<file path="src/rtl/xbp_pkg.sv">
package xbp_pkg;

   // element width select encoding
   typedef enum logic {
      XBP_ESZ_NIB  = 1'b0,
      XBP_ESZ_BYTE = 1'b1
   } xbp_esz_e;

   // log2 of element widths for the two fixed datapaths
   localparam int XBP_NIB_LOG2  = 2;
   localparam int XBP_BYTE_LOG2 = 3;

endpackage

</file>
<file path="src/rtl/xbp_lane.sv">
// One result element: selects an entry of the table operand by index,
// returning zero when the index is beyond the last entry.
module xbp_lane #(
   parameter int XLEN = 32,
   parameter int EW   = 4
) (
   input  logic [XLEN-1:0] tbl_vec,
   input  logic [EW-1:0]   idx,
   output logic [EW-1:0]   elem
);
   localparam int NENT = XLEN / EW;
   localparam int IW   = $clog2(NENT);

   if (IW > EW) begin : g_bad_iw
      $error("xbp_lane: table has more entries than an index can address");
   end

   logic [EW-1:0] entry [NENT];
   logic          past_end;

   for (genvar e = 0; e < NENT; e++) begin : g_entry
      assign entry[e] = tbl_vec[e*EW +: EW];
   end

   // index bits above the table address mark an out-of-range lookup
   if (IW < EW) begin : g_oor
      assign past_end = |idx[EW-1:IW];
   end else begin : g_full
      assign past_end = 1'b0;
   end

   assign elem = past_end ? '0 : entry[idx[IW-1:0]];

endmodule

</file>
<file path="src/rtl/xbp_xbar.sv">
// Fixed-width crossbar: one lookup lane per element position.
module xbp_xbar #(
   parameter int XLEN   = 32,
   parameter int LOG2EW = 2
) (
   input  logic [XLEN-1:0] tbl_vec,
   input  logic [XLEN-1:0] idx_vec,
   output logic [XLEN-1:0] perm
);
   localparam int EW    = 1 << LOG2EW;
   localparam int NLANE = XLEN / EW;

   if (XLEN % EW != 0) begin : g_bad_div
      $error("xbp_xbar: XLEN must be a multiple of the element width");
   end

   for (genvar i = 0; i < NLANE; i++) begin : g_lane
      xbp_lane #(
         .XLEN (XLEN),
         .EW   (EW)
      ) u_lane (
         .tbl_vec (tbl_vec),
         .idx     (idx_vec[i*EW +: EW]),
         .elem    (perm[i*EW +: EW])
      );
   end

endmodule

</file>
<file path="src/rtl/xbar_perm_unit.sv">
module xbar_perm_unit #(
   parameter int XLEN = 32
) (
   input  logic            clk,
   input  logic            rst_n,
   input  logic            in_valid,
   input  logic            elem_sel,
   input  logic [XLEN-1:0] opa,
   input  logic [XLEN-1:0] opb,
   output logic            out_valid,
   output logic [XLEN-1:0] result
);
   import xbp_pkg::*;

   if (XLEN != 32 && XLEN != 64) begin : g_bad_xlen
      $error("xbar_perm_unit: XLEN must be 32 or 64");
   end

   logic [XLEN-1:0] perm_nib;
   logic [XLEN-1:0] perm_byte;
   logic [XLEN-1:0] perm_sel;
   xbp_esz_e        esz;

   assign esz = xbp_esz_e'(elem_sel);

   xbp_xbar #(
      .XLEN   (XLEN),
      .LOG2EW (XBP_NIB_LOG2)
   ) u_xbar_nib (
      .tbl_vec (opa),
      .idx_vec (opb),
      .perm    (perm_nib)
   );

   xbp_xbar #(
      .XLEN   (XLEN),
      .LOG2EW (XBP_BYTE_LOG2)
   ) u_xbar_byte (
      .tbl_vec (opa),
      .idx_vec (opb),
      .perm    (perm_byte)
   );

   always_comb begin
      unique case (esz)
         XBP_ESZ_BYTE: perm_sel = perm_byte;
         default:      perm_sel = perm_nib;
      endcase
   end

   always_ff @(posedge clk or negedge rst_n) begin
      if (!rst_n) begin
         out_valid <= 1'b0;
         result    <= '0;
      end else begin
         out_valid <= in_valid;
         if (in_valid) begin
            result <= perm_sel;
         end
      end
   end

endmodule

</file>
<file path="config.mk">
export PLATFORM = sky130hd
export DESIGN_NAME = xbar_perm_unit
export DESIGN_NICKNAME = d
export VERILOG_FILES = /design/src/rtl/xbp_pkg.sv /design/src/rtl/xbp_lane.sv /design/src/rtl/xbp_xbar.sv /design/src/rtl/xbar_perm_unit.sv
export SDC_FILE = /design/constraint.sdc
export NUM_CORES = 1
export LEC_CHECK = 0
export ABC_CLOCK_PERIOD_IN_PS = 1800
export BUFFER_PORTS_ARGS = -buffer_cell sky130_fd_sc_hd__buf_2
export CORE_ASPECT_RATIO = 2
export CORE_MARGIN = 3
export CORE_UTILIZATION = 55
export DETAILED_ROUTE_END_ITERATION = 7
export GPL_ROUTABILITY_DRIVEN = 0
export PLACE_DENSITY_LB_ADDON = 0.3
export SETUP_SLACK_MARGIN = 0.15
export SLEW_MARGIN = 20
export SYNTH_ARGS = -nofsm -noshare
export SYNTH_HDL_FRONTEND = slang
export SYNTH_HIERARCHICAL = 1
export SYNTH_SLANG_ARGS = --single-unit
</file>
<file path="constraint.sdc">
create_clock -name clk -period 1.8 [get_ports clk]
set_clock_uncertainty 0.05 [all_clocks]
set_input_delay 0.54 -clock clk [delete_from_list [all_inputs] [get_ports clk]]
set_output_delay 0.54 -clock clk [all_outputs]
set_load 0.01 [all_outputs]
</file>
==> flow_metrics.tcl <==
set metrics [dict create \
    pre_cts_slack_ns -0.265 \
    status "complete, no violations" \
    synth_cell_types 13 \
    p_leak_nw 2.53 \
    place.port_buffers 100 \
    maxCapViolations 0 \
    worstPathArrival_ns 1.75 \
    ys_seq_area_frac 0.176 \
    num_io_pins 101 \
    firstDrtPassIters 4 \
    clock_sinks 33 \
    syn_to_final_growth_pct 22.4 \
    layout_setup_ws_ns 0.153 \
    whs_ns 0.221 \
    combPwrFrac 0.420 \
    cp-start-kind "primary input" \
    gr-usage-all-layers 0.289 \
    drtIter0Drc 491 \
    core_um2 8290 \
    cts_tree "done" \
    hpwl_um 10100 \
    peakVddDrop_mv 0.296 \
    ys.flop_type "dfrtp_1" \
    grt_pass1_vias 4074 \
    syn_nets 440 \
    synth_top_area_share 0.462 \
    ys.warnings.count 6 \
    clkPwrFrac 0.312 \
    setup_viol 0 \
    grt_pass1_wl_um 21300 \
    power_density_nw_per_um2 552 \
    slew_headroom 0.731 \
    switching_share 0.306 \
    fin_crit_ns 1.65 \
    netlist_area_um2 4680 \
    worst-slew-pin-transition_ns 0.403 \
    drcViolationCount 0 \
    antennaDiodeCount 0 \
    antenna_found_initial 0 \
    period_share 0.915 \
    ctsRootBufferMaster "clkbuf_16" \
    synth_edf_count 0 \
    ys_ff_latch 33 \
    synth_common_cells "96 x mux4_2, 68 x nor2_1, 64 x mux2i_1" \
    clk_path_buf_depth 2 \
    clk_pin_slew_ns 0.05 \
    finalPower_mw 3.16 \
    seq_power_share 0.268 \
    yosysTopAreaCell "mux4_2" \
    routedWlPerCell_um 25.4 \
    worst-path-max-fanout 12 \
    hold_viol 0 \
    fmax_mhz 607 \
    start_util 0.565 \
    critPathLaunch "opa[31]" \
    r2r_start "result[7]" \
    utilization 0.692 \
    overflow 0 \
    worstPathRequired_ns 1.90 \
    htreeDepth 2 \
    rsz0062_at_grt "yes" \
    avgSynthCellArea_um2 12.6 \
    detail_route.vias_per_cell 7.23 \
    hold_class "in -> async" \
    dieHeight_um 137 \
    fin_tns_setup_ns 0 \
    intPower_mw 2.19 \
    dieArea_um2 9730 \
    cp-end-kind "flip-flop" \
    synth.area.top_cells "mux4_2 46%, dfrtp_1 18%, mux2i_1 14%" \
    fin_nets 543 \
    die_w_um 71.3 \
    vias 4151 \
    detail_route.wirelength_um 14600 \
    async_flop_share 1.00 \
    syn_inst 372 \
    clock_latency_ns 0.28 \
    grt_max_degree 54 \
    drt.antenna.violating_nets 0 \
    criticalPathCategory "in -> reg" \
    yosysMostFrequentCell "mux4_2" \
    drive_gt1_frac 0.532 \
    drv_slew 0 \
    numCtsBuffers 5 \
    num_rows 47 \
    p_sw_mw 0.969 \
]
-- sequential cells by signal, indices dropped and copies added (netlist names) --
register	flops
out_valid	1
result	32
-- path summary, 6_finish.rpt --
check / cells after the start / slack [ns] / end
min: 2 / 0.22 / result[29]
min reg2reg: 2 / 0.47 / result[31]
max in group asynchronous: 2 / 1.18 / result[13]
max: 6 / 0.15 / result[19]
max reg2reg: 2 / 1.08 / result[7]
min in group clk: 2 / 0.47 / result[31]
-- cells by family after synthesis --
group           share of synthesized area
flops                               0.176
buf+inv                            0.0833
mux                                 0.598
simple gates                        0.108
compound gates                     0.0342
-- metrics by stage --
stage,cells,area (um2)
after floorplan,372,4790
after global placement,562,5230
after detailed placement,562,5230
after CTS,570,5440
after global routing,574,5730
final,574,5730
-- area by class of cell --
cell class / count / area [um2]
fillers: 602 / 2560
flip-flops and latches: 33 / 826
multi-input cells: 296 / 3500
clock inverters: 2 / 37.5
repair buffers: 139 / 1110
clock buffers: 6 / 139
well taps: 98 / 123
-- critical path, stage by stage --
cell and delay [ns]:
buf_4 0.18, mux4_2 0.49, mux2i_1 0.21, nor2_1 0.08, mux2i_1 0.15, a21oi_1 0.08
-- power by group through the flow --
stage / logic [mW] / registers, mW / clock network [mW]
finish: 1.33 / 0.848 / 0.988
detailed placement: 1.21 / 0.860 / 0
global route: 1.39 / 0.858 / 1.04
global placement: 1.17 / 0.859 / 0
floorplan: 0.791 / 0.895 / 0
CTS: 1.22 / 0.849 / 0.999
-- cell usage in the layout, fill, tap and decap left out, types with 2 or more instances in the layout --
cell type / synthesis / layout
a21oi_1: 32 / 32
and3_1: 32 / 29
and3_4: 0 / 3
buf_12: 3 / 4
buf_2: 11 / 54
buf_4: 1 / 52
buf_6: 21 / 24
buf_8: 0 / 3
clkbuf_16: 0 / 7
dfrtp_1: 33 / 33
mux2i_1: 64 / 61
mux2i_2: 0 / 2
mux4_2: 96 / 96
nor2_1: 68 / 68
nor4_2: 4 / 4
-- metal layers --
layer	global-route usage	wire, um	vias to the layer above
li1	-	-	1712
met1	0.356	4600	1958
met2	0.476	7320	404
met3	0.0375	1940	77
met4	0.178	689	0
met5	0	0	-
-- what timing repair did --
action                                  CTS  global route
resized for setup                        10           109
hold buffers                              0             0
buffers inserted                          0             2
gates cloned                              0             2
pin swaps                                 0            10
endpoints found under the setup margin   15            27
Note: power is estimated with default switching activity, not from simulation.
